===== src/rtl/hoam_pkg.sv =====
package hoam_pkg;

    typedef enum logic [1:0] {
        SEL_GLB  = 2'd0,
        SEL_RATE = 2'd1,
        SEL_HOST = 2'd2,
        SEL_CLR  = 2'd3
    } cfg_sel_e;

    localparam int ALM_GLB  = 0;
    localparam int ALM_RATE = 1;
    localparam int ALM_HOST = 2;
    localparam int N_ALM    = 3;

endpackage


===== src/rtl/hoam_hash.sv =====
module hoam_hash #(
    parameter int ADDR_W = 32,
    parameter int IDX_W  = 4
) (
    input  logic [ADDR_W-1:0] addr,
    output logic [IDX_W-1:0]  idx
);
    localparam int NSL   = (ADDR_W + IDX_W - 1) / IDX_W;
    localparam int PAD_W = NSL * IDX_W;

    logic [PAD_W-1:0] padded;
    assign padded = PAD_W'(addr);

    // fold the address into one bucket index by XOR of equal slices
    always_comb begin
        idx = '0;
        for (int i = 0; i < NSL; i++) begin
            idx = idx ^ padded[i*IDX_W +: IDX_W];
        end
    end
endmodule


===== src/rtl/hoam_satcnt.sv =====
module hoam_satcnt #(
    parameter int W = 16
) (
    input  logic         clk,
    input  logic         rst_n,
    input  logic         clr,
    input  logic         inc,
    input  logic [1:0]   dec,
    output logic [W-1:0] cnt
);
    localparam int XW = W + 2;
    localparam logic [XW-1:0] MAXV = {2'b00, {W{1'b1}}};

    logic [W-1:0]  cnt_d, cnt_q;
    logic [XW-1:0] base, up, dn;

    always_comb begin
        base = clr ? '0 : {2'b00, cnt_q};
        up   = base + {{(XW-1){1'b0}}, inc};
        dn   = {{(XW-2){1'b0}}, dec};
        if (up < dn) begin
            cnt_d = '0;
        end else if ((up - dn) > MAXV) begin
            cnt_d = MAXV[W-1:0];
        end else begin
            cnt_d = W'(up - dn);
        end
    end

    always_ff @(posedge clk or negedge rst_n) begin
        if (!rst_n) cnt_q <= '0;
        else        cnt_q <= cnt_d;
    end

    assign cnt = cnt_q;
endmodule


===== src/rtl/halfopen_admit_mon.sv =====
module halfopen_admit_mon
    import hoam_pkg::*;
#(
    parameter int ADDR_W = 32,
    parameter int CNT_W  = 16,
    parameter int NBKT   = 16,
    parameter int DEF_G  = 2048,
    parameter int DEF_R  = 500,
    parameter int DEF_H  = 100
) (
    input  logic              clk,
    input  logic              rst_n,
    input  logic              open_evt,
    input  logic [ADDR_W-1:0] open_addr,
    input  logic              estab_evt,
    input  logic [ADDR_W-1:0] estab_addr,
    input  logic              drop_evt,
    input  logic [ADDR_W-1:0] drop_addr,
    input  logic              win_tick,
    input  logic              try_valid,
    input  logic [ADDR_W-1:0] try_addr,
    input  logic              cfg_we,
    input  logic [1:0]        cfg_sel,
    input  logic [CNT_W-1:0]  cfg_wdata,
    output logic              admit,
    output logic              deny,
    output logic [2:0]        alarm
);
    // NBKT must be a power of two, at least 2
    localparam int IDX_W = $clog2(NBKT);

    typedef struct packed {
        logic [CNT_W-1:0] thr_g;
        logic [CNT_W-1:0] thr_r;
        logic [CNT_W-1:0] thr_h;
        logic [N_ALM-1:0] alm;
    } regs_t;

    regs_t st_d, st_q;

    logic [IDX_W-1:0] h_open, h_estab, h_drop, h_try;
    logic [CNT_W-1:0] gcnt, rcnt, hcnt;
    logic [CNT_W-1:0] bkt_cnt [NBKT];
    logic [1:0]       g_dec;
    logic             ok_g, ok_r, ok_h, all_ok;

    hoam_hash #(.ADDR_W(ADDR_W), .IDX_W(IDX_W)) u_hash_open  (.addr(open_addr),  .idx(h_open));
    hoam_hash #(.ADDR_W(ADDR_W), .IDX_W(IDX_W)) u_hash_estab (.addr(estab_addr), .idx(h_estab));
    hoam_hash #(.ADDR_W(ADDR_W), .IDX_W(IDX_W)) u_hash_drop  (.addr(drop_addr),  .idx(h_drop));
    hoam_hash #(.ADDR_W(ADDR_W), .IDX_W(IDX_W)) u_hash_try   (.addr(try_addr),   .idx(h_try));

    // global half-open count: handshake completion and removal both leave
    assign g_dec = {1'b0, estab_evt} + {1'b0, drop_evt};

    hoam_satcnt #(.W(CNT_W)) u_glb (
        .clk(clk), .rst_n(rst_n), .clr(1'b0),
        .inc(open_evt), .dec(g_dec), .cnt(gcnt)
    );

    // window rate count: the tick starts a new window, same-cycle open lands in it
    hoam_satcnt #(.W(CNT_W)) u_rate (
        .clk(clk), .rst_n(rst_n), .clr(win_tick),
        .inc(open_evt), .dec(2'b00), .cnt(rcnt)
    );

    // per-destination bucket counts
    for (genvar b = 0; b < NBKT; b++) begin : g_bkt
        logic       b_inc;
        logic [1:0] b_dec;
        assign b_inc = open_evt && (h_open == IDX_W'(b));
        assign b_dec = {1'b0, estab_evt && (h_estab == IDX_W'(b))}
                     + {1'b0, drop_evt  && (h_drop  == IDX_W'(b))};
        hoam_satcnt #(.W(CNT_W)) u_cnt (
            .clk(clk), .rst_n(rst_n), .clr(1'b0),
            .inc(b_inc), .dec(b_dec), .cnt(bkt_cnt[b])
        );
    end

    assign hcnt   = bkt_cnt[h_try];
    assign ok_g   = gcnt < st_q.thr_g;
    assign ok_r   = rcnt < st_q.thr_r;
    assign ok_h   = hcnt < st_q.thr_h;
    assign all_ok = ok_g && ok_r && ok_h;

    assign admit = try_valid && all_ok;
    assign deny  = try_valid && !all_ok;
    assign alarm = st_q.alm;

    always_comb begin
        logic [N_ALM-1:0] clr_m, set_m;
        st_d  = st_q;
        clr_m = '0;
        set_m = '0;
        if (cfg_we) begin
            case (cfg_sel_e'(cfg_sel))
                SEL_GLB:  st_d.thr_g = cfg_wdata;
                SEL_RATE: st_d.thr_r = cfg_wdata;
                SEL_HOST: st_d.thr_h = cfg_wdata;
                default:  clr_m      = cfg_wdata[N_ALM-1:0];
            endcase
        end
        if (try_valid) begin
            set_m[ALM_GLB]  = !ok_g;
            set_m[ALM_RATE] = !ok_r;
            set_m[ALM_HOST] = !ok_h;
        end
        // a new violation outranks a clear in the same cycle
        st_d.alm = (st_q.alm & ~clr_m) | set_m;
    end

    always_ff @(posedge clk or negedge rst_n) begin
        if (!rst_n) begin
            st_q.thr_g <= CNT_W'(DEF_G);
            st_q.thr_r <= CNT_W'(DEF_R);
            st_q.thr_h <= CNT_W'(DEF_H);
            st_q.alm   <= '0;
        end else begin
            st_q <= st_d;
        end
    end
endmodule


===== config.mk =====
export PLATFORM = sky130hd
export DESIGN_NAME = halfopen_admit_mon
export DESIGN_NICKNAME = d
export VERILOG_FILES = /design/src/rtl/hoam_pkg.sv /design/src/rtl/hoam_hash.sv /design/src/rtl/hoam_satcnt.sv /design/src/rtl/halfopen_admit_mon.sv
export SDC_FILE = /design/constraint.sdc
export NUM_CORES = 1
export LEC_CHECK = 0
export CORE_AREA = 2 2 209 232
export DETAILED_ROUTE_END_ITERATION = 7
export DIE_AREA = 0 0 211 234
export DONT_BUFFER_PORTS = 1
export PLACE_DENSITY_LB_ADDON = 0.12
export SYNTH_ARGS = -nofsm -noshare
export SYNTH_HDL_FRONTEND = slang
export SYNTH_SLANG_ARGS = --single-unit

===== constraint.sdc =====
create_clock -name clk -period 8 [get_ports clk]
set_input_delay 1.6 -clock clk [delete_from_list [all_inputs] [get_ports clk]]
set_output_delay 1.6 -clock clk [all_outputs]
set_load 0.02 [all_outputs]

Word-level counts from Yosys, hierarchy flattened
Index checks and enable logic that the tools add are counted.
- input port bits: 154
- register bits after elaboration: 339
- order comparisons: 40
- muxes and demuxes: 43
- equal/unequal tests: 47
- bitwise gates (word level): 32
- add/subtract/negate cells: 52
- reductions and logical operators: 64
- operator list (kind ; number):
    16-bit two-way mux ; 39
    18-bit by 16-bit > comparator with 1-bit output (second input constant) ; 18
    18-bit by 2-bit < comparator with 1-bit output ; 17
    18-bit by 2-bit subtractor with 18-bit output ; 17
    16-bit by 1-bit adder with 17-bit output ; 17
    4-bit XOR ; 28
    4-bit == test (second input constant) ; 24
    16-bit binary-select mux with 4-bit select ; 1
    1-bit logical AND ; 52
    4-bit by 3-bit == test with 1-bit output (second input constant) ; 12
    16-bit < comparator ; 3
    1-bit by 1-bit adder with 2-bit output ; 17
    4-bit by 2-bit == test with 1-bit output (second input constant) ; 6
    18-bit by 1-bit adder with 18-bit output ; 1
    18-bit by 1-bit < comparator with 1-bit output (second input constant) ; 1
    4-bit by 1-bit == test with 1-bit output (second input constant) ; 3
    4-bit zero test ; 3
    3-bit two-way mux ; 3
    2-bit AND reduction ; 3
    5-bit >= comparator (second input constant) ; 1
    4-bit NOT with 5-bit output ; 1
    1-bit zero test ; 4
    3-bit AND ; 1
    3-bit NOT ; 1
    5 further kinds ; 5

Depth between registers and ports, before layout
Gate-level depths: netlist of run 1.
- depth after elaboration: 15
- gate-level depth with buffers: 19
- depth with buffers taken out: 18

Hierarchy
A second synthesis of run 1 with hierarchy kept.
- cells, all modules: 4039
- area total of the unflattened synthesis: 36214.7 um2
- by module, submodules not included (module ; area an instance (um2) ; instances ; cells each):
    hoam_satcnt (g_bkt[0].u_cnt ...) ; 1694.1 ; 13 ; 198
    halfopen_admit_mon ; 5487.8 ; 1 ; 480
    hoam_satcnt (g_bkt[6].u_cnt ...) ; 1498.9 ; 2 ; 178
    hoam_satcnt (g_bkt[5].u_cnt) ; 1592.8 ; 1 ; 171
    hoam_satcnt (g_bkt[14].u_cnt) ; 1581.5 ; 1 ; 172
    hoam_satcnt (g_bkt[15].u_cnt) ; 1550.2 ; 1 ; 174
    hoam_hash ; 245.2 ; 4 ; 28

Least setup slack after synthesis of run 1
No wires, ideal clock.
- kind: in2out
- from: input port try_addr[24]
- to: output port admit
- data required time: 6400 ps
- arrival: 5474 ps
- path slack: 926 ps
- stages on the path: 17
- path through: xnor2_1 xnor2_1 xnor2_1 buf_4 buf_2 mux4_2 mux2i_1 a21oi_1 ha_1 a21oi_1 nor2_1 a211oi_1 o21ai_0 nor2_1 o21ai_0 a2111oi_0 and2_1
- cells in the longest elaborated chain, start to end: 9
- RTL lines (what ; RTL line ; RTL):
    start, declared ; halfopen_admit_mon.sv:21 ; input logic [ADDR_W-1:0] try_addr,
    4-bit XOR (2 in series) ; hoam_hash.sv:18 ; idx = idx ^ padded[i*IDX_W +: IDX_W];
    4-bit NOT with 5-bit output (not written as such) ; halfopen_admit_mon.sv:79 ; assign hcnt = bkt_cnt[h_try];
    16-bit binary-select mux with 4-bit select ; halfopen_admit_mon.sv:79 ;
    16-bit two-way mux (not written as such) (2 in series) ; halfopen_admit_mon.sv:79 ;
    16-bit < comparator ; halfopen_admit_mon.sv:82 ; assign ok_h = hcnt < st_q.thr_h;
    1-bit logical AND ; halfopen_admit_mon.sv:83 ; assign all_ok = ok_g && ok_r && ok_h;
    1-bit logical AND ; halfopen_admit_mon.sv:85 ; assign admit = try_valid && all_ok;
    end, declared ; halfopen_admit_mon.sv:25 ; output logic admit,
No other way between the ends. The select of a mux whose other input is x is not followed.

Final worst setup path of run 1
Same ends and word-level chain as after synthesis.

==> results.md, run 1 <==
* Status: finished clean
* TritonCTS clock tree: done
* H-tree lvl count at 2
* Max_cap viols at 0
* Worst r2r dst: g_bkt[5].u_cnt.cnt[13]
* Relative slew margins at 17.8%
* CP max stage cell: xnor2_4
* DP Worst Slack at 200 ps
* Largest net degree at the start of global routing at 340
* Die X at 211 um
* Netlist cell types at 98
* Static Leak at 12.4 nW
* Initial antenna violation count at 4
* Total GRT Usage at 36.1%
* Clk sinks at 339
* Top FF cell, synth: dfrtp_1
* Die Ht at 234 um
* Max FO, Critical Path at 14
* Ys Warns at 0
* CTS clk-pin slew, worst paths at 60 ps
* DP HPWL at 68700 um
* Latest clock arrival within the worst-skew pair at 570 ps
* Floorplan row count at 84
* Setup violations, final at 0
* Post-synthesis sequential area ratio at 28.1%
* Fin crit period at 7530 ps
* Async S/R FF share, synth at 100%
* Mapped Cells at 3499
* WS Path Type: input port to output pin
* Clock Skew at 20.9 ps
* Reg2reg path depth at 8
* Vias in the first global route at 25400
* Final Cell Area at 31500 um2
* Hold Vio Cnt, Final at 0
* Setup crit end kind: output pin
* Via density per instance at 6.66
* Critical Path End: admit
* Worst VDD drop at 0.216 mV
* Layout cell share with drive strength beyond 1 at 7.49%
* Post-layout nets at 3636
* Drt first pass iters at 6
* Sequence of cells on the critical path: xnor2_1 > xnor2_1 > xnor2_4 > buf_4 > mux4_2 > a211oi_1 > a21oi_1 > ha_1 > nand2_1 > nor2_1 > a211oi_1 > o21ai_0 > nor2_1 > o21ai_0 > a2111oi_0 > buf_4 > and2_1
* Final TNS setup at 0 ps
* Hold slack at 506 ps
* First-pass GRT wire length at 139000 um
* Slew @ Worst Pin at 1220 ps
* DR WL/cell at 22.6 um
* Power per cell area at 344 nW/um2
* CP max stage delay at 630 ps
* Overall Power at 10.8 mW
* Remaining DRCs at 0
* Antenna-violating nets left at 0
* Commonest cells after routing, fill and taps aside: xnor2_1 (385), dfrtp_1 (329), nor2_1 (244)
* Most common cell after layout, fill and taps aside: xnor2_1
* Slew Viols, Final at 0
* CTS root buf: clkbuf_16
* GPL Wtd Cong at 1.02
* Finished Layout Cells at 3969
* Crit path from: try_addr[24]
* Core area at 47200 um2
* Ports at 159
* Die area at 49400 um2
* EDFF count, synth at 0
* RR Startpoint: g_bkt[5].u_cnt.cnt[0]
* Synth Cell Area at 30200 um2
* Post-Syn Nets at 3802
* Worst hold-check path type: register to register
* Crit path DAT at 5930 ps
* CP Launch Type: input port
* Port bufs at 0
* Vias after detailed routing at 26400
* Fmax achieved at 133 MHz
* Area growth syn-to-layout at 4.41%
* Unrepaired setup endpoints after global routing: no
* Iter 0 DRT Violations at 2292
* Synth Area per Inst at 8.63 um2
* Placed cell count at 3893
* Post-DP Area at 30200 um2
* Fin crit share at 94.1%
* Utilization after layout at 66.8%
* Yosys reg bits at 339
* Req. time, crit path at 6400 ps
* Overflow after GRT at 0
* Starting Density at 64.0%
* Final Routed Wirelength at 89900 um
* Worst R2R Setup Slack at 4000 ps
* Clock Path Buffers at 3
* PnR worst setup slack at 471 ps
* CTS Buf Count at 40
flip-flops by register name, indices dropped and copies added (netlist names):
register,cells
alarm,3
g_bkt.u_cnt.cnt,256
st_q,48
u_glb.cnt,16
u_rate.cnt,16
where the power goes:
| part | leakage (nW) | internal [mW] | switching, mW |
|---|---|---|---|
| combinational | 7.56 | 2.37 | 2.45 |
| sequential | 4.20 | 2.38 | 1.73 |
| clock | 0.668 | 1.13 | 0.776 |
| total | 12.4 | 5.88 | 4.96 |
worst min path at each step:
stage | from | end | slack (ps) | cells after the start
after global placement | st_q[30] | st_q[30] | 490 | 1
final | st_q[34] | st_q[34] | 510 | 1
after floorplan | alarm[0] | alarm[0] | 470 | 1
after CTS | st_q[32] | st_q[32] | 510 | 1
after global routing | st_q[31] | st_q[31] | 520 | 1
after detailed placement | st_q[32] | st_q[32] | 490 | 1
synthesized netlist by cell type, types with 44 or more instances:
library cell	n	share of area, %
nand4_1	92	1.9
buf_2	61	1.0
nand2_1	226	2.8
inv_1	156	1.9
o21ai_0	182	3.0
ha_1	132	5.5
xnor2_1	389	11
nand3_1	155	2.6
nor2_1	244	3.0
xor2_1	204	5.9
clkbuf_1	138	1.7
mux4_2	61	4.5
mux2i_1	44	1.5
and3_1	75	1.6
nor3_1	97	1.6
a31oi_1	46	0.95
a21oi_1	223	3.7
dfrtp_1	329	27
worst max-delay path, delay by kind of cell:
family | cells | cell delay [ps]
compound gates | 6 | 1330
xor+xnor | 3 | 990
fa+ha+maj | 1 | 360
buf+inv | 2 | 610
mux | 1 | 530
simple gates | 4 | 500
logic make-up (layout without fill, tap and decap cells):
kind of cell / after synthesis / in the layout / synth area share, %
AND/OR/NAND/NOR: 1194 / 1194 / 20.9
AO/OA/AOI/OAI: 698 / 698 / 14.4
XOR/XNOR: 594 / 594 / 17.2
buffers and inverters: 377 / 241 / 5.08
flip-flops: 339 / 339 / 28.1
adder cells (fa/ha/maj): 152 / 152 / 6.69
multiplexers: 145 / 145 / 7.60
other: 0 / 4 / 0
cell type report:
class	count	area, um2
diodes	4	10.0
clock inverters	14	159
multi-input cells	2783	20200
repair buffers	13	110
inverters	156	586
fillers	3951	15700
flip-flops and latches	339	8500
well taps	602	753
clock buffers	58	1190
layer usage:
metal / GRT usage (%) / share of wire (%) / routed length (um)
met3: 7.53 / 7.8 / 6980
met1: 41.8 / 38 / 33900
met4: 22.4 / 7.0 / 6270
met2: 61.3 / 47 / 42700
met5: 0 / 0.029 / 26
what timing repair did:
item                       CTS  global route
setup endpoints to repair    0             2
resized for setup            0             2
hold buffers                 0             0
buffers inserted             0             0
(Power assumes the default switching activity.)
==> run 2, diff against run 1 <==
Settings changed: CORE_AREA 2 2 209 232 to 2 2 248 274, DIE_AREA 0 0 211 234 to 0 0 250 276, GPL_TIMING_DRIVEN set to 0.
==> run 2 against run 1 <==
The run now ends with slew limit left. Sequential power shrank 24%. Critical path depth grew 1. First-iteration DRC count shrank 17%. Maximum frequency shrank 3.2%. Sequential share of layout area shrank 1.2 points. Clock power grew 16%. Clock skew shrank 9.6 ps. Register-to-register slack lost 130 ps. Global-route usage shrank 10 points. Critical path type unchanged. Largest power group unchanged. Highest routed layer is now met4.
==> results.md, run 2 (synthesized netlist as in run 1, its figures left out) <==
* Status: finished, violations left
* Failing checks: slew limit
* Die Ht at 276 um
* Setup crit end kind: output pin
* Port bufs at 0
* Fmax achieved at 129 MHz
* Largest net degree at the start of global routing at 340
* Max_cap viols at 0
* Fin crit period at 7780 ps
* Final Routed Wirelength at 90000 um
* Die X at 250 um
* Hold Vio Cnt, Final at 0
* Clock Skew at 11.3 ps
* Hold slack at 506 ps
* Drt first pass iters at 5
* Latest clock arrival within the worst-skew pair at 580 ps
* Slew Viols, Final at 149
* Unrepaired setup endpoints after global routing: no
* DP HPWL at 69100 um
* Overall Power at 11.3 mW
* DR WL/cell at 20.3 um
* TritonCTS clock tree: done
* CTS root buf: clkbuf_16
* Max reg flops at 256
* Iter 0 DRT Violations at 1899
* Vias after detailed routing at 26400
* Most common cell after layout, fill and taps aside: xnor2_1
* Max FO, Critical Path at 10
* Worst hold-check path type: register to register
* Req. time, crit path at 6400 ps
* Post-layout nets at 3855
* Area growth syn-to-layout at 9.20%
* First-pass GRT wire length at 142000 um
* Placed cell count at 4357
* Initial antenna violation count at 0
* Commonest cells after routing, fill and taps aside: xnor2_1 (386), dfrtp_1 (329), nor2_1 (244)
* WS Path Type: input port to output pin
* CTS clk-pin slew, worst paths at 60 ps
* Final TNS setup at 0 ps
* Via density per instance at 5.95
* Relative slew margins at -8.48%
* Layout cell share with drive strength beyond 1 at 9.29%
* Die area at 69000 um2
* Clock Path Buffers at 3
* Power per cell area at 343 nW/um2
* Slew @ Worst Pin at 1630 ps
* CTS Hold Bufs at 0
* Setup violations, final at 0
* Total GRT Usage at 25.6%
* CTS Buf Count at 44
* Overflow after GRT at 0
* Clk sinks at 339
* Worst VDD drop at 0.185 mV
* GPL Wtd Cong at 0.984
* Finished Layout Cells at 4445
* Floorplan row count at 99
* Static Leak at 13.0 nW
* Core area at 66100 um2
* CP Launch Type: input port
* Fin crit share at 97.3%
* Remaining DRCs at 0
* Antenna-violating nets left at 0
* Starting Density at 45.7%
* H-tree lvl count at 2
* Ports at 159
* Crit path DAT at 6180 ps
* Vias in the first global route at 25700
[run 2: cell types whose count changed in the layout (fill, tap and decap cells not counted), sizes merged]
cell,before,now
buf,13,85
bufinv,3,8
clkbuf,58,201
clkinv,10,9
clkinvlp,1,4
diode,4,1
inv,156,157
[run 2: path summary, 6_finish.rpt]
path,from,to,slack [ps],cells past startpoint
max in group asynchronous,rst_n,g_bkt[13].u_cnt.cnt[11],5980,0
min reg2reg,st_q[20],st_q[20],510,1
max,try_addr[12],admit,220,18
max reg2reg,g_bkt[3].u_cnt.cnt[0],g_bkt[3].u_cnt.cnt[11],3870,12
min in group asynchronous,rst_n,u_rate.cnt[11],730,0
min,st_q[20],st_q[20],510,1
[run 2: power breakdown]
part           switching [mW]  total, mW  internal [mW]
Clock                   0.846       2.21           1.36
Combinational            3.46       5.99           2.53
Sequential              0.723       3.11           2.39
Total                    5.02       11.3           6.28
[run 2: per-layer routing]
metal  GRT usage (%)  routed length, um  vias up
li1                -                  -    12600
met5               0                  0        -
met3            3.06               4310      148
met4            8.48               2970        0
met1            33.3              39200    12900
met2            44.0              43600      791
[run 2: timing repair]
action / 4_1_cts / 5_1_grt
setup buffers: 3 / 4
pin swaps: 1 / 1
endpoints found under the setup margin: 2 / 2
resized for setup: 7 / 10
[run 2: cell type report]
cell class                      count  area (um2)
Clock inverter                     22         328
Fill cell                        6273       33200
Clock buffer                       58        1250
Inverter                          156         586
Multi-Input combinational cell   2783       20200
Antenna cell                        1        2.50
Sequential cell                   339        8500
Timing Repair Buffer                7        52.6
Tap cell                          858        1070
Buffer                            221         960
[run 2: critical path, cell delays in order]
cell and delay [ps]:
xnor2_1 110, xnor2_1 380, xnor2_4 220, buf_4 210, buf_2 330, mux4_2 610
nor2b_1 170, a211oi_1 450, a21oi_1 110, ha_1 330, nand2_1 80, nor2_1 40
a211oi_1 200, o21ai_0 100, nor2_1 150, o21ai_0 230, a2111oi_1 520, and2_1 340
[run 2: through the flow]
| stage | worst slack, ps | util, % | area (um2) |
|---|---|---|---|
| after floorplan | 926 | - | 30200 |
| after global placement | -1010 | 47.3 | 31300 |
| after detailed placement | -666 | 47.3 | 31300 |
| after CTS | 7.55 | 49.8 | 32900 |
| after global routing | 6.37 | 49.9 | 33000 |
| final | 218 | 49.9 | 33000 |
==> run 3, diff against run 2 <==
Settings changed: CAP_MARGIN set to 10.
==> run 3 against run 2 <==
The flow now finishes without violations. Cell count decreased by 0.13%. First-iteration DRC count is 1.3% higher. Critical endpoint is now deny. Clock power shrank 5%. Cell area is 0.39% lower. Largest cell class unchanged. Critical path type unchanged. Highest routed layer is now met5. Flip-flop and latch count did not move. Largest power group unchanged.
==> results.md, run 3 (synthesized netlist as in run 1, its figures left out) <==
* Max reg flops at 256
* Max FO, Critical Path at 10
* TritonCTS clock tree: done
* Overflow after GRT at 0
* Starting Density at 45.7%
* Clk pwr share at 18.7%
* Setup crit end kind: output pin
* Relative slew margins at 27.6%
* Clk sinks at 339
* Core area at 66100 um2
* Commonest cells after routing, fill and taps aside: xnor2_1 (387), dfrtp_1 (329), nor2_1 (244)
* Fin crit share at 97.2%
* Worst VDD drop at 0.183 mV
* DR WL/cell at 20.2 um
* Vias in the first global route at 25800
* Via density per instance at 5.97
* WS Path Type: input port to output pin
* Largest net degree at the start of global routing at 340
* Clock Skew at 19.8 ps
* Fin crit period at 7780 ps
* Port bufs at 0
* CTS Buf Count at 43
* Antenna-violating nets left at 0
* Hold Vio Cnt, Final at 0
* Post-DP Area at 31300 um2
* Sw Ratio at 44.8%
* Worst hold-check path type: register to register
* Drt first pass iters at 6
* Vias after detailed routing at 26500
* Sequential fraction of design power at 27.8%
* Utilization after layout at 49.7%
* Max_cap viols at 0
* Crit path DAT at 6180 ps
* Latest clock arrival within the worst-skew pair at 580 ps
* Iter 0 DRT Violations at 1923
* Most common cell after layout, fill and taps aside: xnor2_1
* Unrepaired setup endpoints after global routing: no
* Layout cell share with drive strength beyond 1 at 9.16%
* Status: finished clean
* Floorplan row count at 99
* Area growth syn-to-layout at 8.78%
* CTS root buf: clkbuf_16
* Total GRT Usage at 25.5%
* H-tree lvl count at 2
* Logic pwr share at 53.5%
* Clock Path Buffers at 3
* Final Routed Wirelength at 89900 um
* ANT cells at 0
* CP Launch Type: input port
* Remaining DRCs at 0
* Initial antenna violation count at 1
* DP HPWL at 69000 um
* Final TNS setup at 0 ps
* Power per cell area at 340 nW/um2
* Fmax achieved at 129 MHz
* Slew @ Worst Pin at 1090 ps
* Internal power at 6.17 mW
* First-pass GRT wire length at 142000 um
* Setup violations, final at 0
* Req. time, crit path at 6400 ps
* GPL Wtd Cong at 0.984
* Post-layout nets at 3852
* Die Ht at 276 um
* P_sw at 5.02 mW
* Final Cell Area at 32900 um2
* Static Leak at 12.9 nW
* Die X at 250 um
* Slew Viols, Final at 0
* CTS clk-pin slew, worst paths at 60 ps
* Die area at 69000 um2
* Ports at 159
[run 3: repair_timing]
item / CTS / global route
gates cloned: 0 / 0
hold buffers: 0 / 0
setup buffers: 0 / 3
resized for setup: 5 / 11
endpoints found under the setup margin: 2 / 2
endpoints found under the hold margin: 0 / 0
pin swaps: 0 / 2
[run 3: worst paths after layout]
check	from	endpoint	slack (ps)	cells past startpoint
worst max-delay path	try_addr[8]	deny	220	15
worst min-delay path	st_q[20]	st_q[20]	500	1
worst max register to register	g_bkt[3].u_cnt.cnt[0]	g_bkt[3].u_cnt.cnt[13]	3880	12
worst min register to register	st_q[20]	st_q[20]	500	1
max in group asynchronous	rst_n	g_bkt[5].u_cnt.cnt[11]	6370	0
min in group asynchronous	rst_n	u_rate.cnt[11]	730	0
[run 3: through the flow]
step / worst slack (ps) / instances / hold slack (ps) / total power, mW
global placement: -1010 / 4357 / 484 / 8.79
CTS: 27.0 / 4436 / 506 / 11.1
detailed placement: -597 / 4359 / 493 / 8.98
finish: 220 / 4439 / 505 / 11.2
global route: 1.16 / 4439 / 523 / 12.0
floorplan: 926 / 3499 / 467 / 7.35
[run 3: worst max-delay path: stages]
cell and delay, ps:
xnor2_1 160, xnor2_1 130, xnor2_2 330, buf_4 240, buf_4 290, buf_2 370, mux4_2 610, mux2i_1 440
a21oi_1 180, ha_1 320, nand4_1 110, or2_2 330, a211oi_1 520, a2111oi_2 160, nor2b_1 380
[run 3: power groups by stage]
stage / Sequential (mW) / Combinational, mW / Clock [mW]
2_1_floorplan: 2.82 / 4.53 / 0
3_3_place_gp: 3.11 / 5.69 / 0
3_5_place_dp: 3.12 / 5.86 / 0
4_1_cts: 3.10 / 5.90 / 2.14
5_1_grt: 3.19 / 6.56 / 2.21
6_report: 3.11 / 5.98 / 2.09
[run 3: layout make-up]
cell class	count	area, um2
Buffer	221	962
Clock buffer	58	1240
Clock inverter	19	241
Fill cell	6300	33300
Inverter	156	586
Multi-Input combinational cell	2783	20200
Sequential cell	339	8500
Tap cell	858	1070
Timing Repair Buffer	5	41.3
[run 3: layer usage]
metal | routed length (um) | track usage (%)
met5 | 13 | 0
met4 | 2670 | 7.92
met3 | 4770 | 3.09
met2 | 43700 | 44.2
met1 | 38700 | 33.1
